===== config.mk =====
export PLATFORM = sky130hd
export DESIGN_NAME = synth_cfg_port
export DESIGN_NICKNAME = d
export VERILOG_FILES = /design/src/rtl/synth_cfg_pkg.sv /design/src/rtl/synth_cfg_shift.sv /design/src/rtl/synth_cfg_bank.sv /design/src/rtl/synth_cfg_mux.sv /design/src/rtl/synth_cfg_port.sv
export SDC_FILE = /design/constraint.sdc
export NUM_CORES = 1
export LEC_CHECK = 0
export ABC_AREA = 1
export ABC_CLOCK_PERIOD_IN_PS = 1410
export BUFFER_PORTS_ARGS = -buffer_cell sky130_fd_sc_hd__buf_2
export CORE_UTILIZATION = 35
export DETAILED_ROUTE_END_ITERATION = 8
export GPL_TIMING_DRIVEN = 0
export PLACE_DENSITY = 0.52
export SYNTH_ARGS = -nofsm -noshare
export SYNTH_HDL_FRONTEND = slang
export SYNTH_SLANG_ARGS = --single-unit

===== constraint.sdc =====
create_clock -name clk -period 1.41 [get_ports clk]
set_input_delay 0.282 -clock clk [delete_from_list [all_inputs] [get_ports clk]]
set_output_delay 0.282 -clock clk [all_outputs]
set_load 0.02 [all_outputs]

===== src/rtl/synth_cfg_pkg.sv =====
package synth_cfg_pkg;

   // register codes carried in the low bits of every serial word
   typedef enum logic [2:0] {
      REG_RF_NF  = 3'd0,
      REG_RF_MR  = 3'd1,
      REG_RF_CTL = 3'd2,
      REG_IF_CTL = 3'd3,
      REG_IF_N   = 3'd4,
      REG_IF_R   = 3'd5
   } reg_code_e;

   // status pin sources
   typedef enum logic [2:0] {
      MUX_HIZ       = 3'd0,
      MUX_HIGH      = 3'd1,
      MUX_LOW       = 3'd2,
      MUX_LOCK_RF   = 3'd3,
      MUX_LOCK_BOTH = 3'd4
   } mux_sel_e;

   localparam int USED_REGS = 6;

   // field placement inside a stored payload (payload bit = word bit - 3)
   localparam int INT_LSB   = 12;
   localparam int INT_W     = 8;
   localparam int FRAC_LSB  = 0;
   localparam int FRAC_W    = 12;
   localparam int MOD_LSB   = 0;
   localparam int MOD_W     = 12;
   localparam int RRDIV_LSB = 12;
   localparam int RRDIV_W   = 4;
   localparam int CNT_BIT   = 0;
   localparam int CP_LSB    = 1;
   localparam int CP_W      = 3;
   localparam int MUX_LSB   = 4;
   localparam int MUX_W     = 3;
   localparam int A_LSB     = 0;
   localparam int A_W       = 6;
   localparam int B_LSB     = 6;
   localparam int B_W       = 12;
   localparam int IRDIV_LSB = 0;
   localparam int IRDIV_W   = 15;

   // widest field end inside any payload
   localparam int MIN_PAY_W = 20;

endpackage


===== src/rtl/synth_cfg_shift.sv =====
module synth_cfg_shift #(
   parameter int WORD_W      = 24,
   parameter int SYNC_STAGES = 2
) (
   input  logic              clk,
   input  logic              rst_n,
   input  logic              ser_clk,
   input  logic              ser_data,
   input  logic              ser_le,
   output logic [WORD_W-1:0] word,
   output logic              load
);

   generate
      if (WORD_W < 4) begin : g_chk_w
         $error("WORD_W too small");
      end
      if (SYNC_STAGES < 0) begin : g_chk_s
         $error("SYNC_STAGES must not be negative");
      end
   endgenerate

   logic clk_s, data_s, le_s;

   generate
      if (SYNC_STAGES == 0) begin : g_direct
         assign clk_s  = ser_clk;
         assign data_s = ser_data;
         assign le_s   = ser_le;
      end else begin : g_sync
         logic [2:0] stage [SYNC_STAGES];
         always_ff @(posedge clk or negedge rst_n) begin
            if (!rst_n) begin
               for (int i = 0; i < SYNC_STAGES; i++) stage[i] <= '0;
            end else begin
               stage[0] <= {ser_clk, ser_data, ser_le};
               for (int i = 1; i < SYNC_STAGES; i++) stage[i] <= stage[i-1];
            end
         end
         assign {clk_s, data_s, le_s} = stage[SYNC_STAGES-1];
      end
   endgenerate

   logic clk_q, le_q, clk_rise, take_bit;
   logic [WORD_W-1:0] sreg;

   assign clk_rise = clk_s & ~clk_q;
   assign take_bit = clk_rise & ~le_s;
   assign load     = le_s & ~le_q;
   assign word     = sreg;

   always_ff @(posedge clk or negedge rst_n) begin
      if (!rst_n) begin
         clk_q <= 1'b0;
         le_q  <= 1'b0;
         sreg  <= '0;
      end else begin
         clk_q <= clk_s;
         le_q  <= le_s;
         if (take_bit) sreg <= {sreg[WORD_W-2:0], data_s};
      end
   end

   // a sampled bit lands at the bottom of the shift register
   a_r2_shift_in: assert property (@(posedge clk) disable iff (!rst_n)
      (clk_rise && !le_s) |=> (sreg[0] == $past(data_s)));

   // no shift without a serial clock edge while the strobe is low
   a_r8_hold: assert property (@(posedge clk) disable iff (!rst_n)
      (!clk_rise || le_s) |=> $stable(sreg));

endmodule


===== src/rtl/synth_cfg_bank.sv =====
module synth_cfg_bank #(
   parameter int WORD_W   = 24,
   parameter int ADDR_W   = 3,
   parameter int NUM_REGS = 6
) (
   input  logic                          clk,
   input  logic                          rst_n,
   input  logic [WORD_W-1:0]             word,
   input  logic                          load,
   output logic [NUM_REGS*(WORD_W-ADDR_W)-1:0] bank_q
);

   localparam int PAY_W = WORD_W - ADDR_W;

   generate
      if (NUM_REGS > (1 << ADDR_W)) begin : g_chk_n
         $error("NUM_REGS exceeds the address space");
      end
      if (PAY_W < 1) begin : g_chk_p
         $error("ADDR_W leaves no payload");
      end
   endgenerate

   logic [ADDR_W-1:0] code;
   logic [PAY_W-1:0]  payload;

   assign code    = word[ADDR_W-1:0];
   assign payload = word[WORD_W-1:ADDR_W];

   generate
      for (genvar g = 0; g < NUM_REGS; g++) begin : g_reg
         logic [PAY_W-1:0] q;
         logic             hit;
         assign hit = load && (code == ADDR_W'(g));

         always_ff @(posedge clk or negedge rst_n) begin
            if (!rst_n)   q <= '0;
            else if (hit) q <= payload;
         end
         assign bank_q[g*PAY_W +: PAY_W] = q;

         // an addressed register takes the shifted payload
         a_r3_write: assert property (@(posedge clk) disable iff (!rst_n)
            (load && code == ADDR_W'(g)) |=> (bank_q[g*PAY_W +: PAY_W] == $past(word[WORD_W-1:ADDR_W])));

         // a register not named by a latched word keeps its value
         a_r6_untouched: assert property (@(posedge clk) disable iff (!rst_n)
            (!load || code != ADDR_W'(g)) |=> $stable(bank_q[g*PAY_W +: PAY_W]));
      end
   endgenerate

endmodule


===== src/rtl/synth_cfg_mux.sv =====
module synth_cfg_mux
   import synth_cfg_pkg::*;
#(
   parameter int SEL_W = 3
) (
   input  logic [SEL_W-1:0] sel,
   input  logic             lock_rf,
   input  logic             lock_if,
   output logic             pin,
   output logic             pin_oe
);

   generate
      if (SEL_W != 3) begin : g_chk
         $error("status select is three bits wide");
      end
   endgenerate

   always_comb begin
      pin_oe = 1'b1;
      pin    = 1'b0;
      case (mux_sel_e'(sel))
         MUX_HIZ:       pin_oe = 1'b0;
         MUX_HIGH:      pin    = 1'b1;
         MUX_LOW:       pin    = 1'b0;
         MUX_LOCK_RF:   pin    = lock_rf;
         MUX_LOCK_BOTH: pin    = lock_rf & lock_if;
         default:       pin    = 1'b0;
      endcase
   end

endmodule


===== src/rtl/synth_cfg_port.sv =====
module synth_cfg_port
   import synth_cfg_pkg::*;
#(
   parameter int WORD_W      = 24,
   parameter int ADDR_W      = 3,
   parameter int NUM_REGS    = 6,
   parameter int SYNC_STAGES = 2
) (
   input  logic         clk,
   input  logic         rst_n,
   input  logic         ser_clk,
   input  logic         ser_data,
   input  logic         ser_le,
   input  logic         lock_rf,
   input  logic         lock_if,
   output logic [7:0]   rf_int,
   output logic [11:0]  rf_frac,
   output logic [11:0]  rf_mod,
   output logic [3:0]   rf_rdiv,
   output logic [2:0]   rf_cp,
   output logic         rf_cnt_rst,
   output logic [2:0]   if_cp,
   output logic         if_cnt_rst,
   output logic [5:0]   if_a,
   output logic [11:0]  if_b,
   output logic [14:0]  if_rdiv,
   output logic         mux_out,
   output logic         mux_oe
);

   localparam int PAY_W = WORD_W - ADDR_W;

   generate
      if (NUM_REGS < USED_REGS) begin : g_chk_n
         $error("NUM_REGS too small for the decoded settings");
      end
      if (PAY_W < MIN_PAY_W) begin : g_chk_p
         $error("payload too narrow for the field layout");
      end
   endgenerate

   logic [WORD_W-1:0]         word;
   logic                      load;
   logic [NUM_REGS*PAY_W-1:0] bank_q;
   logic [PAY_W-1:0]          p [NUM_REGS];
   logic                      unused_bits;

   synth_cfg_shift #(.WORD_W(WORD_W), .SYNC_STAGES(SYNC_STAGES)) u_shift (
      .clk      (clk),
      .rst_n    (rst_n),
      .ser_clk  (ser_clk),
      .ser_data (ser_data),
      .ser_le   (ser_le),
      .word     (word),
      .load     (load)
   );

   synth_cfg_bank #(.WORD_W(WORD_W), .ADDR_W(ADDR_W), .NUM_REGS(NUM_REGS)) u_bank (
      .clk    (clk),
      .rst_n  (rst_n),
      .word   (word),
      .load   (load),
      .bank_q (bank_q)
   );

   generate
      for (genvar g = 0; g < NUM_REGS; g++) begin : g_unpack
         assign p[g] = bank_q[g*PAY_W +: PAY_W];
      end
   endgenerate

   assign unused_bits = ^bank_q;

   assign rf_int     = p[int'(REG_RF_NF)][INT_LSB +: INT_W];
   assign rf_frac    = p[int'(REG_RF_NF)][FRAC_LSB +: FRAC_W];
   assign rf_mod     = p[int'(REG_RF_MR)][MOD_LSB +: MOD_W];
   assign rf_rdiv    = p[int'(REG_RF_MR)][RRDIV_LSB +: RRDIV_W];
   assign rf_cp      = p[int'(REG_RF_CTL)][CP_LSB +: CP_W];
   assign rf_cnt_rst = p[int'(REG_RF_CTL)][CNT_BIT];
   assign if_cp      = p[int'(REG_IF_CTL)][CP_LSB +: CP_W];
   assign if_cnt_rst = p[int'(REG_IF_CTL)][CNT_BIT];
   assign if_a       = p[int'(REG_IF_N)][A_LSB +: A_W];
   assign if_b       = p[int'(REG_IF_N)][B_LSB +: B_W];
   assign if_rdiv    = p[int'(REG_IF_R)][IRDIV_LSB +: IRDIV_W];

   synth_cfg_mux #(.SEL_W(MUX_W)) u_mux (
      .sel     (p[int'(REG_RF_CTL)][MUX_LSB +: MUX_W]),
      .lock_rf (lock_rf),
      .lock_if (lock_if),
      .pin     (mux_out),
      .pin_oe  (mux_oe)
   );

   // a zero status select floats the pin
   a_r10_float: assert property (@(posedge clk) disable iff (!rst_n)
      (p[int'(REG_RF_CTL)][MUX_LSB +: MUX_W] == 3'd0) |-> !mux_oe);

   // the high source drives a one through an enabled pin
   a_r10_high: assert property (@(posedge clk) disable iff (!rst_n)
      (p[int'(REG_RF_CTL)][MUX_LSB +: MUX_W] == 3'd1) |-> (mux_oe && mux_out));

endmodule


==> key figures <==
Job
  • Max cap viols: 0

Global routing
  • Grt ovf: 0
  • Antenna violations before repair: 0
  • Vias in the first global route: 3690
  • Pin count of the biggest net entering global routing: 67
  • All-Layer GR Usage: 0.163
  • First-pass GRT wire length: 18400 um

Route
  • 1st-iter DRT viols: 183
  • Top Metal Used: met4
  • Via Count: 3673
  • First drt pass iteration count: 5
  • Met3 Routed Length: 367 um
  • Met1 WL: 5250 um
  • Routed wire length: 11000 um
  • Vias per inst: 4.36
  • Met2 WL: 5220 um
  • Antenna-violating nets left: 0
  • Drc violations: 0
  • Routed len/inst: 13.1 um

Yosys
  • Yosys cell types: 19
  • Syn Area/Cell: 9.00 um2
  • Cell count after synthesis: 547
  • Area contributors post-synth: dfrtp_1 56%, nand2_1 17%, buf_4 12%
  • Area leader, netlist: dfrtp_1
  • Top-area cell type share of the netlist area: 0.564
  • Yosys warning count: 0
  • Yosys reg bits: 111
  • Cell area after synthesis: 4920 um2
  • Register area share after synthesis: 0.564
  • Post-Syn Nets: 554

Run status
  • Violated checks: setup timing
  • Status: finished, violations left

Finish
  • Antenna Cells: 0
  • Final net count: 669
  • Final core occ: 0.452
  • Final Cell Area: 6100 um2
  • Layout cells sized above 1: 0.349
  • Layout fillers: 1341
  • Area grow syn2layout: 23.9%

Place
  • Port Buffers: 85
  • Dpl hpwl: 7610 um
  • GP Congestion: 0.769
  • Placed inst area: 5600 um2

Setup path
  • Crit path required time: 1.13 ns
  • Crit path kind: flop to primary output
  • Crit path DAT: 1.16 ns
  • Slowest stage cell, crit path: dfrtp_1
  • Crit-path cells: nor2_2 > nand4_1 > nand2_1 > buf_6
  • Reg2Reg Capture Point: u_bank.g_reg[4].q[10]
  • Critical Path Source Type: flop
  • Reg-to-reg startpoint: u_shift.word[1]
  • Endpoint class of the critical path: primary output
  • Critical path's largest stage delay: 0.40 ns
  • CP Max Fanout: 3
  • R2r worst-path depth: 5
  • Flop-to-flop setup slack: 0.07 ns

Pwr
  • Tot Pwr: 0.00744 W
  • VDD IR max: 0.000712 V
  • Leak Pwr: 3.54 nW
  • Pwr/cell area: 1220 nW/um2

STA
  • Least-Margin Pin Slew: 0.613 ns
  • Setup Skew: 0.0103 ns
  • Fin crit share: 1.03
  • Final Hold Fails: 0
  • Max-slew violations: 0
  • Fmax: 0.691 GHz
  • RSZ-0062 raised after global routing: true
  • PnR worst setup slack: -0.0370 ns
  • Final setup fails: 1
  • Min Tclk post-route: 1.45 ns
  • Max transition margin: 0.591

Clocking
  • Clk slew on worst S/H paths: 0.07 ns
  • CTS tree: yes
  • Root Driver: clkbuf_16
  • CTS H-tree depth: 3
  • CTS sink cnt: 111
  • CTS buffer count: 9
  • Clock latency on the worst-skew pair: 0.35 ns
  • Clock buffer depth: 2

Die
  • Initial core utilization: 0.365
  • Die height: 121 um
  • Io pins: 86
  • Die X: 121 um
  • Die area: 14500 um2
  • Core ar.: 13500 um2
  • # rows: 42

Worst hold path
  • Hold Crit Start: ser_data
  • Hold EP: u_shift.g_sync.stage[4]
  • WHS Path Cells: 1
  • Hold/Removal Path Class: input port to flop
-- sequential cells by signal, summed over array words and instances (netlist names) --
name and count:
u_shift.clk_s 1, u_shift.word 23, u_shift.g_sync.stage 4, u_shift.le_q 1, u_shift.data_s 1, u_shift.clk_q 1
u_bank.g.q 80
-- cell usage after synthesis --
cell      number
nor2_4         4
nand3_1       50
buf_4         76
nand3_4        2
buf_2         15
inv_1         26
o21ai_0       23
nor2_2         1
nand3_2        2
nand2_1      221
nor2_8         1
inv_2          3
nor2_1         2
nand4_1        1
o211ai_1       1
clkbuf_1       5
dfrtp_1      111
nand3b_1       1
buf_6          2
-- worst max-delay path, delay by kind of cell, from the launching register on --
family | cells | cell delay (ns)
buffers and inverters | 1 | 0.12
DFF | 1 | 0.40
and+or+nand+nor | 3 | 0.30
-- what timing repair did --
item,CTS,global route
setup buffers,9,9
hold endpoints to repair,45,0
hold buffers,1,0
pin swaps,5,6
gates resized for setup,12,18
endpoints found under the setup margin,74,85
-- cell usage in the layout, fill, tap and decap left out, types with 4 or more instances in the layout --
master | Yosys | routed
nand2_1 | 221 | 221
buf_2 | 15 | 91
buf_6 | 2 | 6
nand3_1 | 50 | 50
buf_4 | 76 | 98
clkbuf_16 | 0 | 9
nand3_4 | 2 | 4
dfrtp_1 | 111 | 108
inv_1 | 26 | 26
o21ai_0 | 23 | 23
nor2_4 | 4 | 5
-- metrics by stage --
| step | cells | hold WS [ns] | setup slack, ns | setup TNS [ns] |
|---|---|---|---|---|
| 6_report | 843 | 0.0344 | -0.0370 | -0.0370 |
| 5_1_grt | 843 | 0.0357 | -0.123 | -0.127 |
| 4_1_cts | 835 | 0.0230 | -0.0478 | -0.0478 |
| 3_5_place_dp | 809 | 0.335 | -0.152 | -4.26 |
| 3_3_place_gp | 808 | 0.332 | -1.23 | -138.44 |
| 2_1_floorplan | 547 | -0.0136 | 0.143 | 0 |
-- cell type report --
cell class | instances | area (um2) | area share
Tap cell | 176 | 220 | 0.0361
Inverter | 29 | 109 | 0.0178
Clock inverter | 6 | 51.3 | 0.00841
Multi-Input combinational cell | 309 | 1380 | 0.225
Sequential cell | 111 | 2780 | 0.456
Timing Repair Buffer | 105 | 626 | 0.103
Buffer | 97 | 709 | 0.116
Clock buffer | 10 | 229 | 0.0375
-- routing by layer --
layer | vias up | GRT usage
met3 | 13 | 0.0212
met2 | 68 | 0.260
li1 | 1859 | -
met1 | 1733 | 0.225
met5 | - | 0
met4 | 0 | 0.0671
-- worst max path at each step --
stage | start | slack, ns | end | cells past startpoint
floorplan | u_shift.word[1] | 0.14 | u_bank.g_reg[4].q[10] | 5
global placement | rst_n | -1.23 | u_bank.g_reg[5].q[11] | 1
detailed placement | u_shift.g_sync.stage[0] | -0.15 | u_bank.g_reg[4].q[10] | 6
CTS | u_bank.g_reg[2].q[4] | -0.05 | mux_out | 4
global route | u_bank.g_reg[2].q[5] | -0.12 | mux_out | 4
finish | u_bank.g_reg[2].q[5] | -0.04 | mux_out | 4
-- kinds of logic after synthesis --
group,count (synthesis),synth area share
buffers and inverters,127,0.162
flip-flops,111,0.564
AO/OA/AOI/OAI,24,0.0249
AND/OR/NAND/NOR,285,0.249
-- report_power, final --
part           switching [W]  internal, W  total, W
Combinational       0.000859     0.000559   0.00142
Sequential          0.000184      0.00341   0.00360
Clock                0.00120      0.00123   0.00243
Total                0.00224      0.00520   0.00744
(Power assumes the default switching activity.)
